===== config.mk =====
export PLATFORM = sky130hd
export DESIGN_NAME = serial_mii_rx
export DESIGN_NICKNAME = d
export VERILOG_FILES = /design/src/rtl/srx_pkg.sv /design/src/rtl/srx_seg_capture.sv /design/src/rtl/srx_rate_gate.sv /design/src/rtl/srx_lane_sort.sv /design/src/rtl/serial_mii_rx.sv
export SDC_FILE = /design/constraint.sdc
export NUM_CORES = 1
export LEC_CHECK = 0
export BUFFER_PORTS_ARGS = -buffer_cell sky130_fd_sc_hd__buf_2
export CORE_MARGIN = 5
export CORE_UTILIZATION = 55
export CTS_CLUSTER_DIAMETER = 40
export DETAILED_ROUTE_END_ITERATION = 10
export MAX_ROUTING_LAYER = met4
export PLACE_DENSITY_LB_ADDON = 0.05
export SLEW_MARGIN = 10
export SYNTH_ARGS = -nofsm -noshare
export SYNTH_HDL_FRONTEND = slang
export SYNTH_SLANG_ARGS = --single-unit

===== constraint.sdc =====
create_clock -name clk -period 1.7 [get_ports clk]
set_input_delay 0.255 -clock clk [delete_from_list [all_inputs] [get_ports clk]]
set_output_delay 0.255 -clock clk [all_outputs]
set_load 0.1 [all_outputs]

===== src/rtl/srx_pkg.sv =====
package srx_pkg;
  localparam int BYTE_W = 8;
  localparam int SEG_W  = BYTE_W + 2;
  localparam int ST_W   = 7;

  typedef struct packed {
    logic [BYTE_W-1:0] lane;
    logic              dv;
    logic              crs;
  } seg_t;

  typedef struct packed {
    logic false_carrier;
    logic nibble_ok;
    logic jabber;
    logic link;
    logic duplex;
    logic speed;
    logic rx_err;
  } status_t;
endpackage


===== src/rtl/srx_seg_capture.sv =====
module srx_seg_capture
  import srx_pkg::*;
(
  input  logic clk,
  input  logic rst,
  input  logic rxd_i,
  input  logic sync_i,
  output seg_t seg_o,
  output logic seg_vld_o
);
  localparam int CW = $clog2(SEG_W + 1);

  logic [SEG_W-2:0] sh;
  logic [CW-1:0]    pos;

  always_ff @(posedge clk) begin
    if (rst) begin
      sh        <= '0;
      pos       <= CW'(SEG_W);
      seg_o     <= '0;
      seg_vld_o <= 1'b0;
    end else begin
      sh        <= {rxd_i, sh[SEG_W-2:1]};
      seg_vld_o <= 1'b0;
      if (sync_i) begin
        pos <= CW'(1);
      end else if (pos == CW'(SEG_W - 1)) begin
        seg_o     <= seg_t'({rxd_i, sh});
        seg_vld_o <= 1'b1;
        pos       <= CW'(SEG_W);
      end else if (pos < CW'(SEG_W)) begin
        pos <= pos + CW'(1);
      end
    end
  end
endmodule


===== src/rtl/srx_rate_gate.sv =====
module srx_rate_gate #(
  parameter int REPEAT = 10
) (
  input  logic clk,
  input  logic rst,
  input  logic mode_100_i,
  input  logic seg_vld_i,
  input  logic dv_i,
  output logic take_o
);
  localparam int RW = $clog2(REPEAT);

  logic [RW-1:0] ph;
  logic          last_dv;
  logic          rise;

  always_comb begin
    rise   = dv_i && !last_dv;
    take_o = seg_vld_i && (mode_100_i || rise || (ph == '0));
  end

  always_ff @(posedge clk) begin
    if (rst) begin
      ph      <= '0;
      last_dv <= 1'b0;
    end else if (seg_vld_i) begin
      last_dv <= dv_i;
      if (rise)                      ph <= RW'(1);
      else if (ph == RW'(REPEAT-1))  ph <= '0;
      else                           ph <= ph + RW'(1);
    end
  end
endmodule


===== src/rtl/srx_lane_sort.sv =====
module srx_lane_sort
  import srx_pkg::*;
(
  input  logic              clk,
  input  logic              rst,
  input  logic              take_i,
  input  seg_t              seg_i,
  output logic              crs_o,
  output logic              dv_o,
  output logic [BYTE_W-1:0] byte_o,
  output logic              byte_vld_o,
  output logic              frame_end_o,
  output status_t           status_o
);
  always_ff @(posedge clk) begin
    if (rst) begin
      crs_o       <= 1'b0;
      dv_o        <= 1'b0;
      byte_o      <= '0;
      byte_vld_o  <= 1'b0;
      frame_end_o <= 1'b0;
      status_o    <= '0;
    end else begin
      byte_vld_o  <= 1'b0;
      frame_end_o <= 1'b0;
      if (take_i) begin
        crs_o <= seg_i.crs;
        dv_o  <= seg_i.dv;
        if (seg_i.dv) begin
          byte_o     <= seg_i.lane;
          byte_vld_o <= 1'b1;
        end else begin
          status_o    <= status_t'(seg_i.lane[ST_W-1:0]);
          frame_end_o <= dv_o;
        end
      end
    end
  end
endmodule


===== src/rtl/serial_mii_rx.sv =====
module serial_mii_rx
  import srx_pkg::*;
#(
  parameter int REPEAT = 10
) (
  input  logic              clk,
  input  logic              rst,
  input  logic              rxd_i,
  input  logic              sync_i,
  input  logic              mode_100_i,
  output logic              crs_o,
  output logic              dv_o,
  output logic [BYTE_W-1:0] byte_o,
  output logic              byte_vld_o,
  output logic              frame_end_o,
  output logic              st_rx_err_o,
  output logic              st_speed_o,
  output logic              st_duplex_o,
  output logic              st_link_o,
  output logic              st_jabber_o,
  output logic              st_nibble_ok_o,
  output logic              st_false_carrier_o
);
  seg_t    seg;
  logic    seg_vld;
  logic    take;
  status_t status;

  srx_seg_capture u_cap (
    .clk(clk), .rst(rst), .rxd_i(rxd_i), .sync_i(sync_i),
    .seg_o(seg), .seg_vld_o(seg_vld)
  );

  srx_rate_gate #(.REPEAT(REPEAT)) u_gate (
    .clk(clk), .rst(rst), .mode_100_i(mode_100_i),
    .seg_vld_i(seg_vld), .dv_i(seg.dv), .take_o(take)
  );

  srx_lane_sort u_sort (
    .clk(clk), .rst(rst), .take_i(take), .seg_i(seg),
    .crs_o(crs_o), .dv_o(dv_o), .byte_o(byte_o),
    .byte_vld_o(byte_vld_o), .frame_end_o(frame_end_o),
    .status_o(status)
  );

  assign st_rx_err_o        = status.rx_err;
  assign st_speed_o         = status.speed;
  assign st_duplex_o        = status.duplex;
  assign st_link_o          = status.link;
  assign st_jabber_o        = status.jabber;
  assign st_nibble_ok_o     = status.nibble_ok;
  assign st_false_carrier_o = status.false_carrier;
endmodule


Word-level counts from Yosys, hierarchy flattened:

Index checks and enable logic that the tools add are counted.

* register bits: 48
* bits of input ports: 5
* logic and storage cells: 50
* output and inout bits: 19

* $add $sub $neg: 2
* bitwise logic cells: 3
* $lt $le $gt $ge: 1
* mux-type cells: 7
* eq/ne operators: 2
* reductions and logical operators: 14

Operator list (count)
* $mux W4: 5
* $add A4 B1 Y4 const B: 2
* $eq A4 B4 Y1 const B: 2
* $reduce_and A2 Y1: 3
* $reduce_or A3 Y1: 2
* $logic_not A4 Y1: 1
* $lt A4 B4 Y1 const B: 1
* $reduce_or A2 Y1: 2
* $not A1 Y1: 3
* $reduce_bool A3 Y1: 1
* $logic_and A1 B1 Y1: 2
* $logic_or A1 B1 Y1: 2
* $mux W1: 2
* $logic_not A1 Y1: 1

Logic depth before layout (Yosys ltp):

Gate-level depths: netlist of the first run.

* depth in word-level cells: 7
* depth in mapped cells: 6
* depth with buffers taken out: 5

Hierarchy:

A second synthesis of the first run with hierarchy kept.

* cell total of the unflattened synthesis: 191
* area, all modules: 1881.8 um^2

By module, submodules not included
* srx_seg_capture: sequential area each 480.5 um^2, area each 833.3 um^2, times used 1, cells each 89
* srx_lane_sort: sequential area each 380.4 um^2, area each 742.0 um^2, times used 1, cells each 68
* srx_rate_gate: sequential area each 100.1 um^2, area each 306.5 um^2, times used 1, cells each 34

Least setup slack after synthesis of the first run:

OpenSTA, ideal clock, no wires.

* kind: register to register
* start point: reg u_cap.pos[0]
* end point: reg u_cap.seg_o[0] (netlist bit)
* cell stages (with the launch flop): 6
* slack: 0.366 ns
* period minus slack after synthesis: 1.334 ns
* required time: 1.583 ns
* setup time: 0.117 ns
* arrival: 1.217 ns
* path buffers: 1
* path through: dfxtp_1 > ha_1 > nand2_1 > o31a_1 > clkbuf_1 > a22o_1

* word-level cells in the longest chain between the ends: 2

Ends and longest elaborated chain
* start: declaration: RTL line srx_seg_capture.sv:14 `logic [CW-1:0] pos;`
* start signal: assignment: RTL line srx_seg_capture.sv:19 `pos <= CW'(SEG_W);`
* start signal: assignment: RTL line srx_seg_capture.sv:30 `pos <= CW'(SEG_W);`
* start signal: assignment: RTL line srx_seg_capture.sv:32 `pos <= pos + CW'(1);`
* $eq A4 B4 Y1: RTL line srx_seg_capture.sv:27 `end else if (pos == CW'(SEG_W - 1)) begin`
* $reduce_and A2 Y1 (no line)
* end signal: assignment: RTL line srx_seg_capture.sv:28 `seg_o <= seg_t'({rxd_i, sh});`
* end: declaration: RTL line srx_seg_capture.sv:8 `output seg_t seg_o,`

Every way passes these cells.
A chain may end at the register's enable or synchronous reset.

Final worst setup path of the first run:

* start point: reg u_gate.ph[0]
* end point: reg u_sort.status_o[0] (netlist bit)

* word-level cells in the longest chain between the ends: 4

Ends and longest elaborated chain
* start: declaration: RTL line srx_rate_gate.sv:13 `logic [RW-1:0] ph;`
* start signal: assignment: RTL line srx_rate_gate.sv:30 `else ph <= ph + RW'(1);`
* $logic_not A4 Y1: RTL line srx_rate_gate.sv:19 `take_o = seg_vld_i && (mode_100_i || rise || (ph == '0));`
* $logic_or A1 B1 Y1: RTL line srx_rate_gate.sv:19
* $logic_and A1 B1 Y1: RTL line srx_rate_gate.sv:19
* $reduce_and A2 Y1 (no line)
* end signal: assignment: RTL line srx_lane_sort.sv:33 `status_o <= status_t'(seg_i.lane[ST_W-1:0]);`
* end: declaration: RTL line srx_lane_sort.sv:13 `output status_t status_o`

Every way passes these cells.

==> summary.md, run 1 <==
| Metric | Value |
|---|---|
| Die ar. | about 4500 um2 |
| Maxcap violations | 0 |
| Synthesized area | between 1500 and 2000 um2 |
| Yosys top cell area share | between 50% and 60% |
| Number of cells on the critical path | 3 |
| Worst EP arrival | approximately 1.9 ns |
| RSZ-0062 raised after global routing | false |
| Crit path cell chain | nor4_4 -> o211a_2 -> mux2i_1 |
| Post-synth EDFFs | 0 |
| CTS H-Tree Depth | 2 |
| Number of synthesized register bits | 48 |
| Setup TNS | 0 ns |
| Leak Pwr | 0.8322 nW |
| DP HPWL | about 2300 um |
| Fin crit period | approximately 1.5 ns |
| Synth Flop Type | dfxtp_1 |
| Post-route ant nets | 0 |
| Crit start category | register |
| Number of detailed-route iterations in the first pass | 4 |
| Req. time, crit path | approximately 2.0 ns |
| Status | completed |
| Routed len/inst | 13.34 um |
| Asr flop ratio synth | 0% |
| Synth top cells by count | dfxtp_1, nand2_1, mux2i_1, a22o_1, nor2b_1 |
| Compound-Gate Fraction of Synth Area | between 10 and 15% |
| Layout Nets | 200 |
| Postcts setup bufs | 0 |
| Via density | between 5 and 6 |
| Main combinational cell family by area after synthesis | simple AND/OR/NAND/NOR gates |
| Leading post-synthesis cells by cell area | dfxtp_1, mux2i_1, nand2_1 |
| Die Y | roughly 67 um |
| Slew Viols, Final | 0 |
| CTS Buf Count | 5 |
| Min-delay src | rxd_i |
| Slew headroom | 62.02% |
| Worst-Margin Slew | between 0.5 and 0.6 ns |
| Clock root buffer | clkbuf_4 |
| Worst reg2reg endpoint | u_sort.status_o[0]$_SDFFE_PP0P_ |
| Ys Warns | 0 |
| Hold Path Depth | 2 |
| Fmax | approximately 650 MHz |
| # setup viols final | 0 |
| Post-synthesis adder-cell area fraction | under 10% |
| GPL Wtd Cong | a little over 0.8 |
| Post-synthesis average cell area | ~11 um2 |
| R2R Path Start | u_gate.ph[0]$_SDFFE_PP0P_ |
| Most frequent cell after synthesis | dfxtp_1 |
| Clock buffer depth | 2 |
| Synthesis-to-layout area growth | 10.68% |
| Cell depth of the worst flop-to-flop path | 3 |
| CP Capture Type | register |
| Die X | 66.90 um |
| Number of remaining DRC errors | 0 |
| Worst skew pair latency | between 0.3 and 0.4 ns |
| Fin cells | between 200 and 250 |
| # port buffers | 23 |
| Pin count of the biggest net entering global routing | 30 |
| Simple-gate share of the synthesized area | ~15% |
| Global-route wire length before repair | 5402 um |
| Synth Instances | around 170 |
| Placed instance count | 230 |
| CTS tree | yes |
| Crit path max-delay cell type | nor4_4 |
| DR vias | 1,235 |
| Antenna violations before repair | 0 |
| Yosys cell types | 34 |
| # rows | 20 |
| HP Class | primary input to register |
| R2R setup slack | about 0.15 ns |
| Hold Path End | u_cap.sh[8]$_SDFF_PP0_ |
| PD cells | between 800 and 900 nW/um2 |
| Register area share after synthesis | roughly 54% |
| Part of the cycle the worst path needs | between 90 and 100% |
| Initial Utilization | between 50% and 60% |
| Sink Count | 48 |
| Ports | 24 |
| Xor/xnor share of the synthesized area | less than 1% |
| Share of layout cells above drive strength 1 | a little over a fifth |
| Cell family with most CP delay | simple AND/OR/NAND/NOR gates |
| Clock slew at the register clock pins of the worst setup and hold paths | ~0.14 ns |
| Crit Path Category | register to register |
| Iteration-0 DRC Markers | 62 |
| Synth Net Count | between 150 and 200 |
| Core region area | slightly above 3000 um2 |
| Worst path max stage delay | around 0.46 ns |
| Routed WL | 3174 um |
| CP bufs+invs | 0 |
| Worst vdd ir | roughly 0.64 mV |
| N_diodes | 0 |
| Hold Fails Final Rpt | 0 |
| Vias in the first global route | around 1,100 |
| Setup Skew | 0.006410 ns |
| Critical path peak fanout | 9 |
| Post-synthesis mux area share | 8.995% |
| Area leader, netlist | dfxtp_1 |
| All-Layer GR Usage | between 10% and 20% |
| Overflow after GRT | 0 |
## worst reg2reg max path: stages, from the launching register on
cell	delay (ns)
dfxtp_1	0.40
nor4_4	0.46
o211a_2	0.41
mux2i_1	0.23
## cell families after synthesis
group | Yosys count
AO/OA/AOI/OAI | 32
XOR/XNOR | 2
adder cells (fa/ha/maj) | 2
buffers and inverters | 12
flip-flops | 48
multiplexers | 16
AND/OR/NAND/NOR | 56
## what timing repair did
action	in CTS	in global routing
setup endpoints to repair	0	1
hold buffers	0	0
resized for setup	0	1
## per-stage QoR
stage	setup WS (ns)	area, um2	power, W	hold slack, ns	util [%]
finish	0.1525	1971	0.001772	0.1119	64.02
global route	0.05016	1971	0.001862	0.1036	64.02
CTS	0.08945	1971	0.001790	0.09677	64.02
detailed placement	0.1299	1911	0.001260	0.4472	62.07
global placement	0.2034	1911	0.001255	0.4360	62.07
floorplan	0.3661	1780	0.001238	0.3266	-
## layer usage
metal	part of all wire, %	global-route usage, %	vias to the layer above
li1	-	-	637
met1	50	21.88	572
met2	45	24.38	24
met3	5.0	4.047	2
met4	0.19	4.557	0
met5	0	-	-
## how the worst max path moves through the flow
stage                                 endpoint  slack [ns]                      start
2_1_floorplan      u_cap.seg_o[0]$_SDFFE_PP0P_        0.37  u_cap.pos[0]$_SDFFE_PP0P_
3_3_place_gp   u_sort.status_o[1]$_SDFFE_PP0P_        0.20  u_gate.ph[0]$_SDFFE_PP0P_
3_5_place_dp   u_sort.status_o[0]$_SDFFE_PP0P_        0.13  u_gate.ph[0]$_SDFFE_PP0P_
4_1_cts        u_sort.status_o[0]$_SDFFE_PP0P_        0.09  u_gate.ph[0]$_SDFFE_PP0P_
5_1_grt        u_sort.status_o[0]$_SDFFE_PP0P_        0.05  u_gate.ph[0]$_SDFFE_PP0P_
6_report       u_sort.status_o[0]$_SDFFE_PP0P_        0.15  u_gate.ph[0]$_SDFFE_PP0P_
## placed cells by master (no fill, tap or decap), drive strengths merged, types with 2 or more instances in the layout
cell type,count
nand2,31
o31ai,2
nor4,3
mux2i,16
nand2b,2
buf,26
clkinv,2
a22o,10
a21oi,4
and3,2
inv,5
dfxtp,48
nor2b,11
clkbuf,5
o21ai,6
nor2,5
ha,2
## registers in the layout, indices dropped and copies added (netlist names)
register and flops:
u_cap.seg_o 10, u_cap.sh 9, u_sort.byte_o 8, u_sort.status_o 7, u_cap.pos 4, u_gate.ph 4
u_cap.seg_vld_o 1, u_gate.last_dv 1, u_sort.byte_vld_o 1, u_sort.crs_o 1, u_sort.dv_o 1, u_sort.frame_end_o 1
## power by group
part / total (W) / internal, W / switching [W]
sequential: 0.00116 / 0.00114 / 0.0000161
clock: 0.000537 / 0.000167 / 0.000370
combinational: 0.0000798 / 0.0000316 / 0.0000482
## cell type report
| cell class | count | area [um2] |
|---|---|---|
| clock buffer | 5 | 37.54 |
| clock inverter | 3 | 22.52 |
| fill | 257 | 1107 |
| inverter | 4 | 15.01 |
| multi-input combinational | 108 | 742.0 |
| sequential | 48 | 960.9 |
| tap | 44 | 55.05 |
| timing repair buffer | 26 | 137.6 |
Power figures use the tool's default switching activity.
==> run 2, diff against run 1 <==
--- a/config.mk
+++ b/config.mk
@@ -6,6 +6,7 @@
 export NUM_CORES = 1
 export LEC_CHECK = 0
 export BUFFER_PORTS_ARGS = -buffer_cell sky130_fd_sc_hd__buf_2
+export CORE_ASPECT_RATIO = 0.7
 export CORE_MARGIN = 5
 export CORE_UTILIZATION = 55
 export CTS_CLUSTER_DIAMETER = 40
==> run 2 against run 1 <==
  * Register-to-register slack gained 0.07 ns
  * Hold slack gained 0.096 ns
  * Routed wire length grew 6.0%
  * Utilization grew 0.40 points
  * Critical endpoint is now u_sort.status_o[5]$_SDFFE_PP0P_
  * Highest routed layer unchanged
==> summary.md, run 2 (synthesized netlist as in run 1, its figures left out) <==
| Metric | Value |
|---|---|
| Req. time, crit path | roughly 1.9 ns |
| Worst-Margin Slew | about 0.49 ns |
| Postcts setup bufs | 0 |
| Global-route wire length before repair | approximately 5900 um |
| Synthesis-to-layout area growth | 13.14% |
| PD cells | a little under 1000 nW/um2 |
| CP Capture Type | register |
| Number of detailed-route iterations in the first pass | 4 |
| Critical path peak fanout | 9 |
| Worst Setup SP | u_gate.ph[0]$_SDFFE_PP0P_ |
| Cts hold-fix bufs | 0 |
| DR vias | 1,276 |
| Max reg flops | 10 |
| RSZ-0062 raised after global routing | false |
| Fin crit period | ~1.5 ns |
| Worst reg2reg endpoint | u_sort.status_o[5]$_SDFFE_PP0P_ |
| Reg with most FFs | u_cap.seg_o |
| DP HPWL | between 2000 and 2500 um |
| Vias in the first global route | between 1,000 and 1,500 |
| Crit start category | register |
| All-Layer GR Usage | around 17% |
| Fin cells | 233 |
| Top flop regs | u_cap.seg_o: 10 flops, u_cap.sh: 9 flops, u_sort.byte_o: 8 flops |
| Overflow after GRT | 0 |
| Worst vdd ir | 0.5090 mV |
| CTS tree | yes |
| Setup Skew | just under 0.006 ns |
| Hold Fails Final Rpt | 0 |
| Commonest cells after routing, fill and taps aside | dfxtp_1, nand2_1, buf_2 |
| CTS Buf Count | 5 |
| Crit path max-delay cell type | nor4_4 |
| WHS | between 0.2 and 0.25 ns |
| Routed len/inst | ~14 um |
| R2R Path Start | u_gate.ph[0]$_SDFFE_PP0P_ |
| Core region area | between 3000 and 4000 um2 |
| Part of the cycle the worst path needs | around 87% |
| CTS H-Tree Depth | 2 |
| Iteration-0 DRC Markers | 45 |
| Ports | 24 |
| Routed WL | ~3400 um |
| CTS resizes | 0 |
| Initial Utilization | 56.94% |
| # rows | 17 |
| Slew headroom | roughly 68% |
| R2R setup slack | between 0.2 and 0.25 ns |
| Clock slew at the register clock pins of the worst setup and hold paths | 0.08 ns |
| Layout Nets | 202 |
| N_diodes | 0 |
| Post-route ant nets | 0 |
| Worst path max stage delay | 0.43 ns |
| Setup TNS | 0 ns |
| # port buffers | 23 |
| Number of remaining DRC errors | 0 |
| Crit path cell chain | nor4_4 -> o211a_1 -> buf_4 -> mux2i_1 |
| Clock root buffer | clkbuf_8 |
| Cell depth of the worst flop-to-flop path | 4 |
| Sink Count | 48 |
| Fmax | 675.1 MHz |
| Clock buffer depth | 2 |
| Placed instance count | between 200 and 250 |
| Crit Path Category | register to register |
| Most common cell after layout, fill and taps aside | dfxtp_1 |
| Share of layout cells above drive strength 1 | 21.03% |
| Leak Pwr | between 0.8 and 0.9 nW |
| Worst skew pair latency | 0.29 ns |
| Status | completed |
| Maxcap violations | 0 |
| Antenna violations before repair | 0 |
| Die ar. | about 4500 um2 |
| Die X | roughly 78 um |
| HP Class | primary input to register |
| Die Y | between 50 and 60 um |
| # setup viols final | 0 |
| Slew Viols, Final | 0 |
| Pin count of the biggest net entering global routing | 30 |
| Worst Setup EP | u_sort.status_o[5]$_SDFFE_PP0P_ |
| GPL Wtd Cong | roughly 0.78 |
| Via density | 5.476 |
| Worst EP arrival | 1.70 ns |
-- run 2: worst max-delay path, delay by kind of cell, from the launching register on --
| kind | cells | cell delay (ns) |
|---|---|---|
| flip-flops | 1 | 0.38 |
| AND/OR/NAND/NOR | 1 | 0.43 |
| multiplexers | 1 | 0.21 |
| AO/OA/AOI/OAI | 1 | 0.19 |
| buffers and inverters | 1 | 0.19 |
-- run 2: worst min path at each step --
stage / from / end / slack, ns / depth (start not counted)
after CTS: sync_i / u_cap.pos[2]$_SDFFE_PP0N_ / 0.20 / 2
after floorplan: rst / u_cap.sh[0]$_SDFF_PP0_ / 0.33 / 1
after global routing: sync_i / u_cap.pos[2]$_SDFFE_PP0N_ / 0.21 / 2
final: sync_i / u_cap.pos[2]$_SDFFE_PP0N_ / 0.21 / 2
after global placement: u_cap.sh[0]$_SDFF_PP0_ / u_cap.seg_o[0]$_SDFFE_PP0P_ / 0.44 / 1
after detailed placement: u_cap.sh[0]$_SDFF_PP0_ / u_cap.seg_o[0]$_SDFFE_PP0P_ / 0.44 / 1
-- run 2: where the power goes --
group	internal [W]	switching, W
combinational	0.0000322	0.0000512
clock	0.000362	0.000342
sequential	0.00114	0.0000154
-- run 2: metal layers --
layer	share of wire (%)	track usage, %
met4	1.4	5.542
met1	48	21.46
met2	46	25.45
met5	0	-
met3	4.5	5.363
-- run 2: cell type report --
class	count	area (um2)
Fill cell	271	1112
Sequential cell	48	960.9
Multi-Input combinational cell	108	742.0
Clock buffer	7	96.34
Inverter	4	15.01
Timing Repair Buffer	28	152.6
Tap cell	38	47.55
-- run 2: metrics by stage --
| step | cell area, um2 | util (%) | power (W) | worst slack, ns |
|---|---|---|---|---|
| 6_report | 2014 | 64.43 | 0.001940 | 0.2188 |
| 3_5_place_dp | 1918 | 61.34 | 0.001262 | 0.2597 |
| 4_1_cts | 2014 | 64.43 | 0.001960 | 0.2181 |
| 2_1_floorplan | 1780 | - | 0.001238 | 0.3661 |
| 5_1_grt | 2014 | 64.43 | 0.002030 | 0.1313 |
| 3_3_place_gp | 1918 | 61.34 | 0.001257 | 0.3153 |
